`src/rtl/dmadl_pkg.sv`:
```
package dmadl_pkg;
    localparam int WSZ_LSB  = 2;
    localparam int NDS_LSB  = 8;
    localparam int NDS_W    = 4;
    localparam int FLOW_LSB = 12;
    localparam int FLOW_W   = 3;

    localparam logic [FLOW_W-1:0] FL_STOP  = 3'b000;
    localparam logic [FLOW_W-1:0] FL_AUTO  = 3'b001;
    localparam logic [FLOW_W-1:0] FL_ARRAY = 3'b100;
    localparam logic [FLOW_W-1:0] FL_SMALL = 3'b110;
    localparam logic [FLOW_W-1:0] FL_LARGE = 3'b111;

    localparam int MAX_ARRAY = 7;
    localparam int MAX_SMALL = 8;
    localparam int MAX_LARGE = 9;

    localparam int NSLOT  = 9;
    localparam int SLOT_W = $clog2(NSLOT);

    localparam int SL_NP_LO = 0;
    localparam int SL_NP_HI = 1;
    localparam int SL_SA_LO = 2;
    localparam int SL_SA_HI = 3;
    localparam int SL_CFG   = 4;
    localparam int SL_XC    = 5;
    localparam int SL_XM    = 6;
    localparam int SL_YC    = 7;
    localparam int SL_YM    = 8;

    typedef enum logic [2:0] {
        ST_IDLE,
        ST_REQ,
        ST_WAIT,
        ST_FIN,
        ST_DONE
    } state_e;
endpackage

```
`src/rtl/dmadl_cfg_decode.sv`:
```
module dmadl_cfg_decode
    import dmadl_pkg::*;
#(
    parameter int W = 16
) (
    input  logic [W-1:0]      cfg,
    output logic [2:0]        esize,
    output logic [FLOW_W-1:0] flow,
    output logic [NDS_W-1:0]  nd,
    output logic              legal,
    output logic              from_cur
);
    logic [1:0] wsz;

    always_comb begin
        wsz  = cfg[WSZ_LSB +: 2];
        flow = cfg[FLOW_LSB +: FLOW_W];
        nd   = cfg[NDS_LSB +: NDS_W];

        case (wsz)
            2'b10:   esize = 3'd4;
            2'b01:   esize = 3'd2;
            default: esize = 3'd1;
        endcase

        // legal descriptor size per flow mode
        case (flow)
            FL_STOP, FL_AUTO: legal = (nd == '0);
            FL_ARRAY:         legal = (nd != '0) && (nd <= NDS_W'(MAX_ARRAY));
            FL_SMALL:         legal = (nd != '0) && (nd <= NDS_W'(MAX_SMALL));
            FL_LARGE:         legal = (nd != '0) && (nd <= NDS_W'(MAX_LARGE));
            default:          legal = 1'b0;
        endcase

        from_cur = (flow == FL_ARRAY);
    end
endmodule

```
`src/rtl/dmadl_slot_map.sv`:
```
module dmadl_slot_map
    import dmadl_pkg::*;
(
    input  logic [FLOW_W-1:0] flow,
    input  logic [NDS_W-1:0]  idx,
    output logic [SLOT_W-1:0] slot
);
    // positional placement of fetched words
    always_comb begin
        case (flow)
            FL_LARGE: slot = SLOT_W'(idx);
            FL_SMALL: slot = (idx == '0) ? SLOT_W'(SL_NP_LO) : SLOT_W'(idx + NDS_W'(1));
            FL_ARRAY: slot = SLOT_W'(idx + NDS_W'(SL_SA_LO));
            default:  slot = SLOT_W'(idx);
        endcase
    end
endmodule

```
`src/rtl/dmadl_slot_file.sv`:
```
module dmadl_slot_file
    import dmadl_pkg::*;
#(
    parameter int W = 16,
    parameter int N = NSLOT
) (
    input  logic                  clk,
    input  logic                  rst_n,
    input  logic                  load_i,
    input  logic [N-1:0][W-1:0]   init_i,
    input  logic                  wr_i,
    input  logic [SLOT_W-1:0]     wr_slot_i,
    input  logic [W-1:0]          wr_data_i,
    output logic [N-1:0][W-1:0]   slots_o
);
    logic [N-1:0][W-1:0] slot_d, slot_q;

    for (genvar g = 0; g < N; g++) begin : g_slot
        always_comb begin
            slot_d[g] = slot_q[g];
            if (load_i) begin
                slot_d[g] = init_i[g];
            end else if (wr_i && (wr_slot_i == SLOT_W'(g))) begin
                slot_d[g] = wr_data_i;
            end
        end

        always_ff @(posedge clk or negedge rst_n) begin
            if (!rst_n) begin
                slot_q[g] <= '0;
            end else begin
                slot_q[g] <= slot_d[g];
            end
        end
    end

    assign slots_o = slot_q;
endmodule

```
`src/rtl/dma_desc_loader.sv`:
```
module dma_desc_loader
    import dmadl_pkg::*;
#(
    parameter int WORD_W = 16
) (
    input  logic                  clk,
    input  logic                  rst_n,
    input  logic                  start_i,
    input  logic [WORD_W-1:0]     cfg_i,
    input  logic [2*WORD_W-1:0]   next_ptr_i,
    input  logic [2*WORD_W-1:0]   desc_ptr_i,
    input  logic [2*WORD_W-1:0]   start_addr_i,
    input  logic [WORD_W-1:0]     x_count_i,
    input  logic [WORD_W-1:0]     x_mod_i,
    input  logic [WORD_W-1:0]     y_count_i,
    input  logic [WORD_W-1:0]     y_mod_i,
    output logic                  mem_req_o,
    output logic [2*WORD_W-1:0]   mem_addr_o,
    input  logic                  mem_ready_i,
    input  logic                  mem_rvalid_i,
    input  logic [WORD_W-1:0]     mem_rdata_i,
    output logic [2*WORD_W-1:0]   wb_next_ptr_o,
    output logic [2*WORD_W-1:0]   wb_start_addr_o,
    output logic [WORD_W-1:0]     wb_cfg_o,
    output logic [WORD_W-1:0]     wb_x_count_o,
    output logic [WORD_W-1:0]     wb_x_mod_o,
    output logic [WORD_W-1:0]     wb_y_count_o,
    output logic [WORD_W-1:0]     wb_y_mod_o,
    output logic [2*WORD_W-1:0]   cur_desc_ptr_o,
    output logic [2*WORD_W-1:0]   cur_addr_o,
    output logic [WORD_W-1:0]     cur_x_count_o,
    output logic [WORD_W-1:0]     cur_y_count_o,
    output logic [2:0]            elem_size_o,
    output logic                  align_err_o,
    output logic                  cfg_err_o,
    output logic                  done_o
);
    localparam int W = WORD_W;
    localparam int A = 2 * WORD_W;

    typedef struct packed {
        state_e             st;
        logic [FLOW_W-1:0]  flow;
        logic [NDS_W-1:0]   nd;
        logic [NDS_W-1:0]   idx;
        logic [A-1:0]       ptr;
        logic [2:0]         esize;
        logic               cfg_err;
        logic               align_err;
        logic [A-1:0]       cdp;
        logic [A-1:0]       caddr;
        logic [W-1:0]       cx;
        logic [W-1:0]       cy;
    } ctl_t;

    ctl_t ctl_d, ctl_q;

    logic [2:0]             dec_esize;
    logic [FLOW_W-1:0]      dec_flow;
    logic [NDS_W-1:0]       dec_nd;
    logic                   dec_legal;
    logic                   dec_from_cur;

    logic                   load;
    logic                   wr;
    logic [SLOT_W-1:0]      wr_slot;
    logic [NSLOT-1:0][W-1:0] init_vals;
    logic [NSLOT-1:0][W-1:0] slots;

    logic [A-1:0]           fin_sa;

    dmadl_cfg_decode #(.W(W)) u_dec (
        .cfg      (cfg_i),
        .esize    (dec_esize),
        .flow     (dec_flow),
        .nd       (dec_nd),
        .legal    (dec_legal),
        .from_cur (dec_from_cur)
    );

    dmadl_slot_map u_map (
        .flow (ctl_q.flow),
        .idx  (ctl_q.idx),
        .slot (wr_slot)
    );

    assign init_vals = {y_mod_i, y_count_i, x_mod_i, x_count_i, cfg_i,
                        start_addr_i[A-1:W], start_addr_i[W-1:0],
                        next_ptr_i[A-1:W], next_ptr_i[W-1:0]};

    dmadl_slot_file #(.W(W), .N(NSLOT)) u_slots (
        .clk       (clk),
        .rst_n     (rst_n),
        .load_i    (load),
        .init_i    (init_vals),
        .wr_i      (wr),
        .wr_slot_i (wr_slot),
        .wr_data_i (mem_rdata_i),
        .slots_o   (slots)
    );

    assign fin_sa = {slots[SL_SA_HI], slots[SL_SA_LO]};

    always_comb begin
        ctl_d = ctl_q;
        load  = 1'b0;
        wr    = 1'b0;

        case (ctl_q.st)
            ST_IDLE, ST_DONE: begin
                if (start_i) begin
                    load            = 1'b1;
                    ctl_d.flow      = dec_flow;
                    ctl_d.nd        = dec_nd;
                    ctl_d.idx       = '0;
                    ctl_d.esize     = dec_esize;
                    ctl_d.ptr       = dec_from_cur ? desc_ptr_i : next_ptr_i;
                    ctl_d.cfg_err   = !dec_legal;
                    ctl_d.align_err = 1'b0;
                    if (!dec_legal || (dec_nd == '0)) begin
                        ctl_d.st = ST_FIN;
                    end else begin
                        ctl_d.st = ST_REQ;
                    end
                end else begin
                    ctl_d.st = ST_IDLE;
                end
            end
            ST_REQ: begin
                if (mem_ready_i) begin
                    ctl_d.ptr = ctl_q.ptr + A'(2);
                    ctl_d.st  = ST_WAIT;
                end
            end
            ST_WAIT: begin
                if (mem_rvalid_i) begin
                    wr        = 1'b1;
                    ctl_d.idx = ctl_q.idx + NDS_W'(1);
                    if ((ctl_q.idx + NDS_W'(1)) == ctl_q.nd) begin
                        ctl_d.st = ST_FIN;
                    end else begin
                        ctl_d.st = ST_REQ;
                    end
                end
            end
            ST_FIN: begin
                if (!ctl_q.cfg_err) begin
                    ctl_d.cdp       = {slots[SL_NP_HI], slots[SL_NP_LO]};
                    ctl_d.caddr     = fin_sa;
                    ctl_d.cx        = (slots[SL_XC] == '0) ? '1 : slots[SL_XC];
                    ctl_d.cy        = (slots[SL_YC] == '0) ? '1 : slots[SL_YC];
                    ctl_d.align_err = |(fin_sa[2:0] & (ctl_q.esize - 3'd1));
                end
                ctl_d.st = ST_DONE;
            end
            default: ctl_d.st = ST_IDLE;
        endcase
    end

    always_ff @(posedge clk or negedge rst_n) begin
        if (!rst_n) begin
            ctl_q <= '0;
        end else begin
            ctl_q <= ctl_d;
        end
    end

    assign mem_req_o       = (ctl_q.st == ST_REQ);
    assign mem_addr_o      = ctl_q.ptr;
    assign done_o          = (ctl_q.st == ST_DONE);
    assign elem_size_o     = ctl_q.esize;
    assign cfg_err_o       = ctl_q.cfg_err;
    assign align_err_o     = ctl_q.align_err;
    assign cur_desc_ptr_o  = ctl_q.cdp;
    assign cur_addr_o      = ctl_q.caddr;
    assign cur_x_count_o   = ctl_q.cx;
    assign cur_y_count_o   = ctl_q.cy;

    assign wb_next_ptr_o   = {slots[SL_NP_HI], slots[SL_NP_LO]};
    assign wb_start_addr_o = fin_sa;
    assign wb_cfg_o        = slots[SL_CFG];
    assign wb_x_count_o    = slots[SL_XC];
    assign wb_x_mod_o      = slots[SL_XM];
    assign wb_y_count_o    = slots[SL_YC];
    assign wb_y_mod_o      = slots[SL_YM];
endmodule

```
`config.mk`:
```
export PLATFORM = sky130hd
export DESIGN_NAME = dma_desc_loader
export DESIGN_NICKNAME = d
export VERILOG_FILES = /design/src/rtl/dmadl_pkg.sv /design/src/rtl/dmadl_cfg_decode.sv /design/src/rtl/dmadl_slot_map.sv /design/src/rtl/dmadl_slot_file.sv /design/src/rtl/dma_desc_loader.sv
export SDC_FILE = /design/constraint.sdc
export NUM_CORES = 1
export LEC_CHECK = 0
export CAP_MARGIN = 20
export CORE_AREA = 2 2 183 185
export DETAILED_ROUTE_END_ITERATION = 8
export DIE_AREA = 0 0 185 187
export PLACE_DENSITY = 0.81
export SLEW_MARGIN = 30
export SYNTH_ARGS = -nofsm -noshare
export SYNTH_HDL_FRONTEND = slang
export SYNTH_SLANG_ARGS = --single-unit
```
`constraint.sdc`:
```
create_clock -name clk -period 6.4 [get_ports clk]
set_input_delay 0.64 -clock clk [delete_from_list [all_inputs] [get_ports clk]]
set_output_delay 0.64 -clock clk [all_outputs]
set_load 0.1 [all_outputs]
```
# [Yosys cells after proc, flatten, opt, wreduce, memory -nomap -nowiden]
# Cells that the tools add are included.
[op_classes] n_mux=42 n_lt_le_gt_ge=3 reduce_logical=43 bitwise_logic=2 addsub=4 eq_ne=25
[op_table] op="16-bit two-way mux" n=20
[op_table] op="97-bit two-way mux" n=1
[op_table] op="32-bit two-way mux" n=2
[op_table] op="32-bit one-hot mux with 2 select lines" n=1
[op_table] op="41-bit two-way mux" n=1
[op_table] op="32-bit by 2-bit adder with 32-bit output (second input constant)" n=1
[op_table] op="16-bit zero test" n=2
[op_table] op="2-bit nonzero test" n=12
[op_table] op="3-bit equality test (second input constant)" n=6
[op_table] op="4-bit by 3-bit equality test with 1-bit output (second input constant)" n=4
[op_table] op="4-bit one-hot mux with 2 select lines" n=2
[op_table] op="1-bit logical AND" n=12
[op_table] op="4-bit zero test" n=3
[op_table] op="3-bit one-hot mux with 4 select lines" n=1
[op_table] op="3-bit AND reduction" n=3
[op_table] op="4-bit by 2-bit equality test with 1-bit output (second input constant)" n=2
[op_table] op="4-bit less-or-equal comparator (second input constant)" n=2
[op_table] op="4-bit two-way mux" n=2
[op_table] op="3-bit by 1-bit equality test with 1-bit output (second input constant)" n=2
[op_table] op="3-bit by 2-bit equality test with 1-bit output (second input constant)" n=2
[op_table] op="3-bit zero test" n=2
[op_table] op="2-bit two-way mux" n=3
[op_table] op="3-bit two-way mux" n=2
[op_table] op="2-bit inequality test (second input constant)" n=3
[op_table] op="other kinds (22)" n=28
[word_totals] out_inout_bits=279 inputBits=197 ff_bits=291 wordCells=140

# [Logic depth before layout (Yosys ltp)]
# Gate-level depths: netlist of the first run.
[logic_depth] ltp_word=8 ltp_mapped=10 ltp_nobuf=7

# [Modules after synthesis]
# From an unflattened synthesis of the first run, not the netlist that was laid out.
[hier_totals] cells_unflattened=1624 area_unflattened_um2=15623.7
[modules_own_cells] module="dma_desc_loader" area_per_inst_um2=7843.8 seq_area_each_um2=3678.5 cells_per_inst=731 instances=1
[modules_own_cells] module="dmadl_slot_file" area_per_inst_um2=7445.9 seq_area_each_um2=3603.5 cells_per_inst=843 instances=1
[modules_own_cells] module="dmadl_slot_map" area_per_inst_um2=175.2 seq_area_each_um2=0.0 cells_per_inst=26 instances=1
[modules_own_cells] module="dmadl_cfg_decode" area_per_inst_um2=158.9 seq_area_each_um2=0.0 cells_per_inst=24 instances=1

# [Worst setup path after synthesis of the first run]
# Ideal clock, no wire load.
[synth_timing] path_type="register to output" startpoint="register ctl_q[145] in the netlist's numbering" endpoint="output mem_req_o" required_time_ns=5.760 path_stages_with_launch=6 slack_ns=3.619 arrival_time_ns=2.141 path_buffers=3 path_cell_list="dfrtp_1 -> buf_2 -> or3b_1 -> clkbuf_1 -> inv_2 -> clkbuf_1"
[synth_between] elab_chain_len=1
[synth_lines] item="start: declaration" line_no="dma_desc_loader.sv:56" rtl="ctl_t ctl_d, ctl_q;"
[synth_lines] item="start signal: assignment" line_no="dma_desc_loader.sv:164" rtl="ctl_q <= ctl_d;"
[synth_lines] item="3-bit by 1-bit equality test with 1-bit output" line_no="dma_desc_loader.sv:168" rtl="assign mem_req_o = (ctl_q.st == ST_REQ);"
[synth_lines] item="end: declaration" line_no="dma_desc_loader.sv:17" rtl="output logic mem_req_o,"
# Every way passes these cells.

# [Final worst setup path of the first run]
# Same ends and word-level chain as after synthesis.

==> flow_summary.json, run 1 <==
{
  "gr-usage-met2_pct": 53.9,
  "die_w_um": 185,
  "syn_avg_cell_area_um2": 9.69,
  "clkTransAtPathRegs_ns": 0.07,
  "worst_r2r_startpoint": "ctl_q[133]",
  "synth-seq-cells": 291,
  "finalCoreUtilization_pct": 62.3,
  "postRouteAntennaNets": 0,
  "synth-edff-count": 0,
  "initial_utilization_pct": 46.9,
  "cts_made_buffers": 31,
  "dr.pass1.iters": 6,
  "drv_cap": 0,
  "ys_warn_count": 0,
  "grt_max_degree": 177,
  "path_max_fanout": 34,
  "final_cell_mix": "461 x clkdlybuf4s50_1, 291 x dfrtp_1, 239 x nand2_1",
  "via_count": 14700,
  "met1_usage_pct": 45.5,
  "drt-initial-drc-count": 1827,
  "syn_nets": 1794,
  "fmax_mhz": 243,
  "grt_first_pass_wirelength_um": 89200,
  "crit_path_start": "ctl_q[145]",
  "crit_path_end_kind": "primary output",
  "die_area_mm2": 0.0346,
  "nets": 2051,
  "filler_cell_count": 2650,
  "routed_wl_um": 60000,
  "root_buffer": "clkbuf_16",
  "cts_buffer_depth": 3,
  "setup_viol": 0,
  "rr_endpoint": "u_slots.slots_o[47]",
  "htreeDepth": 1,
  "regArea_mm2": 0.00728,
  "final_common_cell": "clkdlybuf4s50_1",
  "dp_cells": 2259,
  "worstPathArrival_ns": 3.48,
  "grt.overflow.total": 0,
  "worstMarginPinSlew_ns": 1.04,
  "drcViolationCount": 0,
  "cts_resized": 0,
  "viasPerCell": 6.33,
  "outcome": "complete, no violations",
  "wl_per_cell_um": 25.8,
  "syn_to_final_growth_pct": 32.7,
  "clk_latency_ns": 0.57,
  "setup-tns-final_ns": 0,
  "slew_headroom_pct": 30.5,
  "r2r_cells": 7,
  "start_kind": "register",
  "holdCritPathClass": "in -> async",
  "synth_flop_cell": "dfrtp_1",
  "synth_top_cells_by_area": "dfrtp_1 47%, buf_4 6.7%, nand2_1 5.8%, mux2_2 4.7%, a221o_1 4.6%",
  "grt_pass1_vias": 13900,
  "io_pins": 476,
  "drive_gt1_share_pct": 9.83,
  "cp.required_ns": 5.76,
  "r2r_slack_ns": 2.74,
  "die_y_um": 187,
  "crit_type": "reg -> out",
  "synthArstFlopShare_pct": 100,
  "rows": 67,
  "cts_hold_buf": 0,
  "period_needed_ns": 4.12,
  "layout.cells.non_filler": 2323,
  "ys_seq_area_share_pct": 47.2,
  "yosys.area.top_type": "dfrtp_1",
  "yosys.area.top_type_share_pct": 47.2,
  "maxSlewViolCount": 0,
  "synth_cell_types": 73,
  "grtUsageTotal_pct": 33.7,
  "post_cts_buffers": 0,
  "skew_ns": 0.0177,
  "syn_inst": 1590,
  "finalCritPeriodShare_pct": 64.4,
  "met3_usage_pct": 6.52,
  "clock-sinks": 291,
  "cp-endpoint": "mem_req_o",
  "syn_area_mm2": 0.0154,
  "antenna_found_initial": 4,
  "core-area_mm2": 0.0329,
  "rsz0062_at_grt": "false",
  "multi_input_area_mm2": 0.00658,
  "io_buffers": 475,
  "final_hold_viol_count": 0,
  "cts_tree": "built",
  "gp_congestion": 0.918,
  "dp_hpwl_um": 41900,
  "grt_busiest_layer": "met2"
}
-- worst min path at each step --
stage	startpoint	end	cells after the start
global route	cur_desc_ptr_o[31]	cur_desc_ptr_o[31]	1
finish	rst_n	u_slots.slots_o[82]	2
global placement	cur_addr_o[19]	cur_addr_o[19]	1
CTS	rst_n	cur_x_count_o[4]	1
floorplan	rst_n	align_err_o	0
detailed placement	cur_desc_ptr_o[0]	cur_desc_ptr_o[0]	1
-- layout make-up --
| cell class | count | area share (%) |
|---|---|---|
| timing repair buffer | 495 | 23.9 |
| inverter | 16 | 0.294 |
| multi-input combinational | 1012 | 32.2 |
| sequential | 291 | 35.6 |
| clock buffer | 40 | 4.25 |
| tap | 448 | 2.74 |
| antenna | 4 | 0.0489 |
| clock inverter | 17 | 0.960 |
-- registers in the layout, summed over array words and instances (netlist names) --
| register | count |
|---|---|
| align_err_o | 1 |
| cfg_err_o | 1 |
| ctl_q | 14 |
| cur_addr_o | 32 |
| cur_desc_ptr_o | 32 |
| cur_x_count_o | 16 |
| cur_y_count_o | 16 |
| elem_size_o | 3 |
| mem_addr_o | 32 |
| u_slots.slots_o | 144 |
-- logic make-up after synthesis --
group | synth area share [%]
muxes | 5.40
buffers and inverters | 10.7
adders and majority gates | 0.568
AOI/OAI and AO/OA | 19.5
and+or+nand+nor | 16.3
DFF | 47.2
xor gates and xnor gates | 0.341
-- stage by stage --
stage | setup WS [ns] | hold WS (ns) | instance area [µm²]
3_3_place_gp | 2.80 | 0.488 | 19400
6_report | 2.28 | 0.507 | 20500
4_1_cts | 2.31 | 0.172 | 20400
2_1_floorplan | 3.62 | 0.344 | 15400
5_1_grt | 2.21 | 0.513 | 20500
3_5_place_dp | 2.78 | 0.492 | 19300
-- per-layer routing --
metal / vias to the layer above / share of wire [%] / routed length [µm]
li1: 6267 / - / -
met1: 7283 / 39 / 23100
met2: 988 / 47 / 28100
met3: 162 / 11 / 6300
met4: 2 / 4.1 / 2460
met5: - / 0.018 / 11
-- critical path, cell delays in order, from the launching register on --
cell and delay, ns:
dfrtp_1 0.49, or3b_2 0.82, inv_2 0.39, clkdlybuf4s50_1 1.20
-- cell usage after synthesis (3+ instances only) --
library cell / instances
a21oi_1: 97
a221o_1: 71
a31oi_1: 49
and2_1: 26
and3_1: 7
buf_1: 10
buf_2: 29
buf_4: 138
clkbuf_1: 91
dfrtp_1: 291
ha_1: 7
inv_1: 15
mux2_2: 65
mux2i_1: 10
nand2_1: 240
nand2b_1: 3
nand3_1: 36
nand4_1: 83
nor2_1: 59
nor2b_1: 3
nor3_1: 7
nor3b_1: 5
nor4_1: 15
o211ai_1: 37
o21ai_0: 30
o21ai_1: 3
o22a_1: 34
o22ai_1: 6
o2bb2ai_1: 4
o311ai_0: 18
o31ai_1: 33
o32a_1: 8
xnor2_1: 3
xor2_1: 3
Power of run 1 is not shown: default switching activity piles up to over one toggle a cycle in this logic, so the estimate is an artifact.
==> inputs of run 2 (changes only) <==
- CORE_AREA: 2 2 183 185 -> unset
- CORE_MARGIN: unset -> 2
- CORE_UTILIZATION: unset -> 43
- DIE_AREA: 0 0 185 187 -> unset
- PLACE_DENSITY: 0.81 -> 0.78
- clock period: 6.4 -> 3.49 ns (I/O delays scaled with it)
==> run 2 against run 1 <==
  * Non-clock buffer count is 13 higher
  * Sequential cell count unchanged
  * Clock-buffer cell count is 3 higher
  * Critical endpoint is now u_slots.slots_o[109]
  * Largest cell class unchanged
==> flow_summary.json, run 2 (same netlist as run 1, synthesis figures left out) <==
{
  "worstMarginPinSlew_ns": 1.05,
  "setup_viol": 0,
  "viasPerCell": 6.14,
  "via_count": 14400,
  "fmax_mhz": 344,
  "holdCritPathClass": "in -> reg",
  "drcViolationCount": 0,
  "drt-initial-drc-count": 1422,
  "cp_slowest_stage_delay_ns": 0.67,
  "clock-sinks": 291,
  "dr.max_layer_used": "met5",
  "grt_pass1_vias": 13900,
  "largest_reg_flops": 144,
  "final_hold_viol_count": 0,
  "final_cell_mix": "461 x clkdlybuf4s50_1, 291 x dfrtp_1, 239 x nand2_1",
  "antenna_found_initial": 5,
  "grt_max_degree": 96,
  "setup-tns-final_ns": 0,
  "gp_congestion": 0.942,
  "cts_resized": 0,
  "rsz0062_at_grt": "false",
  "syn_to_final_growth_pct": 33.7,
  "drv_cap": 0,
  "cts_buffer_depth": 3,
  "period_needed_ns": 2.91,
  "drive_gt1_share_pct": 10.2,
  "pre_cts_slack_ns": 0.636,
  "dr.pass1.iters": 5,
  "routed_wl_um": 60000,
  "path_cells": "buf_4, ha_1, xnor2_1, nor3_1, o21a_1, and3_1, buf_4, o211ai_1",
  "maxSlewViolCount": 0,
  "dp_hpwl_um": 42500,
  "grt.overflow.total": 0,
  "fin_ws_ns": 0.581,
  "routed-wl-met2_um": 27600,
  "slew_headroom_pct": 29.8,
  "whs_path_depth": 3,
  "cts_tree": "built",
  "holdWs_ns": 0.327,
  "clkTransAtPathRegs_ns": 0.07,
  "r2r_slack_ns": 0.58,
  "routed-wl-met3_um": 5990,
  "worst_r2r_startpoint": "ctl_q[133]",
  "grt_first_pass_wirelength_um": 90100,
  "grtUsageTotal_pct": 31.2,
  "rr_endpoint": "u_slots.slots_o[109]",
  "crit_top_cell": "buf_4",
  "holdPathEnd": "u_slots.slots_o[137]",
  "worstPathArrival_ns": 3.35,
  "finalCritPeriodShare_pct": 83.4,
  "hold_start": "y_mod_i[9]",
  "die_area_mm2": 0.0374,
  "met1_length_um": 23800,
  "root_buffer": "clkbuf_16",
  "die_y_um": 193,
  "die_w_um": 193,
  "io_pins": 476,
  "initial_utilization_pct": 43.5,
  "r2r_cells": 8,
  "core-area_mm2": 0.0354,
  "outcome": "complete, no violations",
  "cpMaxStageDelayCell": "nor3_1",
  "start_kind": "register",
  "rows": 69,
  "nets": 2064,
  "crit_type": "reg -> reg",
  "cts_made_buffers": 31,
  "postRouteAntennaNets": 0,
  "io_buffers": 475,
  "path_max_fanout": 15,
  "wl_per_cell_um": 25.6,
  "final_common_cell": "clkdlybuf4s50_1",
  "skew_ns": 0.0160,
  "cp.required_ns": 3.93,
  "crit_path_end_kind": "register",
  "htreeDepth": 1,
  "clk_latency_ns": 0.58
}
[run 2: layout make-up]
| cell class | instances | area [µm²] |
|---|---|---|
| Tap cell | 461 | 577 |
| Multi-Input combinational cell | 1012 | 6590 |
| Clock buffer | 43 | 881 |
| Fill cell | 2990 | 14800 |
| Clock inverter | 14 | 186 |
| Timing Repair Buffer | 508 | 5020 |
| Inverter | 16 | 60.1 |
| Antenna cell | 3 | 7.51 |
| Sequential cell | 291 | 7280 |
[run 2: worst max path at each step]
stage          slack [ns]  cells after the start        from                   end
2_1_floorplan        0.84                      7  ctl_q[145]        mem_addr_o[26]
6_report             0.58                      8  ctl_q[133]  u_slots.slots_o[109]
3_5_place_dp         0.64                      7  ctl_q[134]   u_slots.slots_o[52]
5_1_grt              0.41                      8  ctl_q[133]   u_slots.slots_o[96]
4_1_cts              0.61                      7  ctl_q[133]   u_slots.slots_o[52]
3_3_place_gp         0.70                      7  ctl_q[133]   u_slots.slots_o[53]
[run 2: routing by layer]
| metal | GRT usage [%] | up-vias |
|---|---|---|
| met4 | 12.9 | 4 |
| li1 | - | 6292 |
| met2 | 48.6 | 875 |
| met1 | 41.9 | 7078 |
| met3 | 7.60 | 167 |
| met5 | 0 | - |
[run 2: timing repair]
action / CTS / global route
hold buffers: 1 / 0
endpoints found under the hold margin: 92 / 0
buffers inserted: 0 / 0
[run 2: critical path, delay by kind of cell, from the launching register on]
family,cells,cell delay [ns]
buffers and inverters,2,0.49
DFF,1,0.38
xor gates and xnor gates,1,0.20
and+or+nand+nor,2,1.11
adders and majority gates,1,0.26
AOI/OAI and AO/OA,2,0.33
[run 2: per-stage QoR]
step | utilization, % | instance area [µm²] | instances
6_report | 58.2 | 20600 | 2348
5_1_grt | 58.2 | 20600 | 2348
4_1_cts | 58.2 | 20600 | 2345
3_5_place_dp | 55.1 | 19500 | 2287
3_3_place_gp | 55.3 | 19600 | 2287
2_1_floorplan | - | 15400 | 1590
Power of run 2 is left out for the same reason.
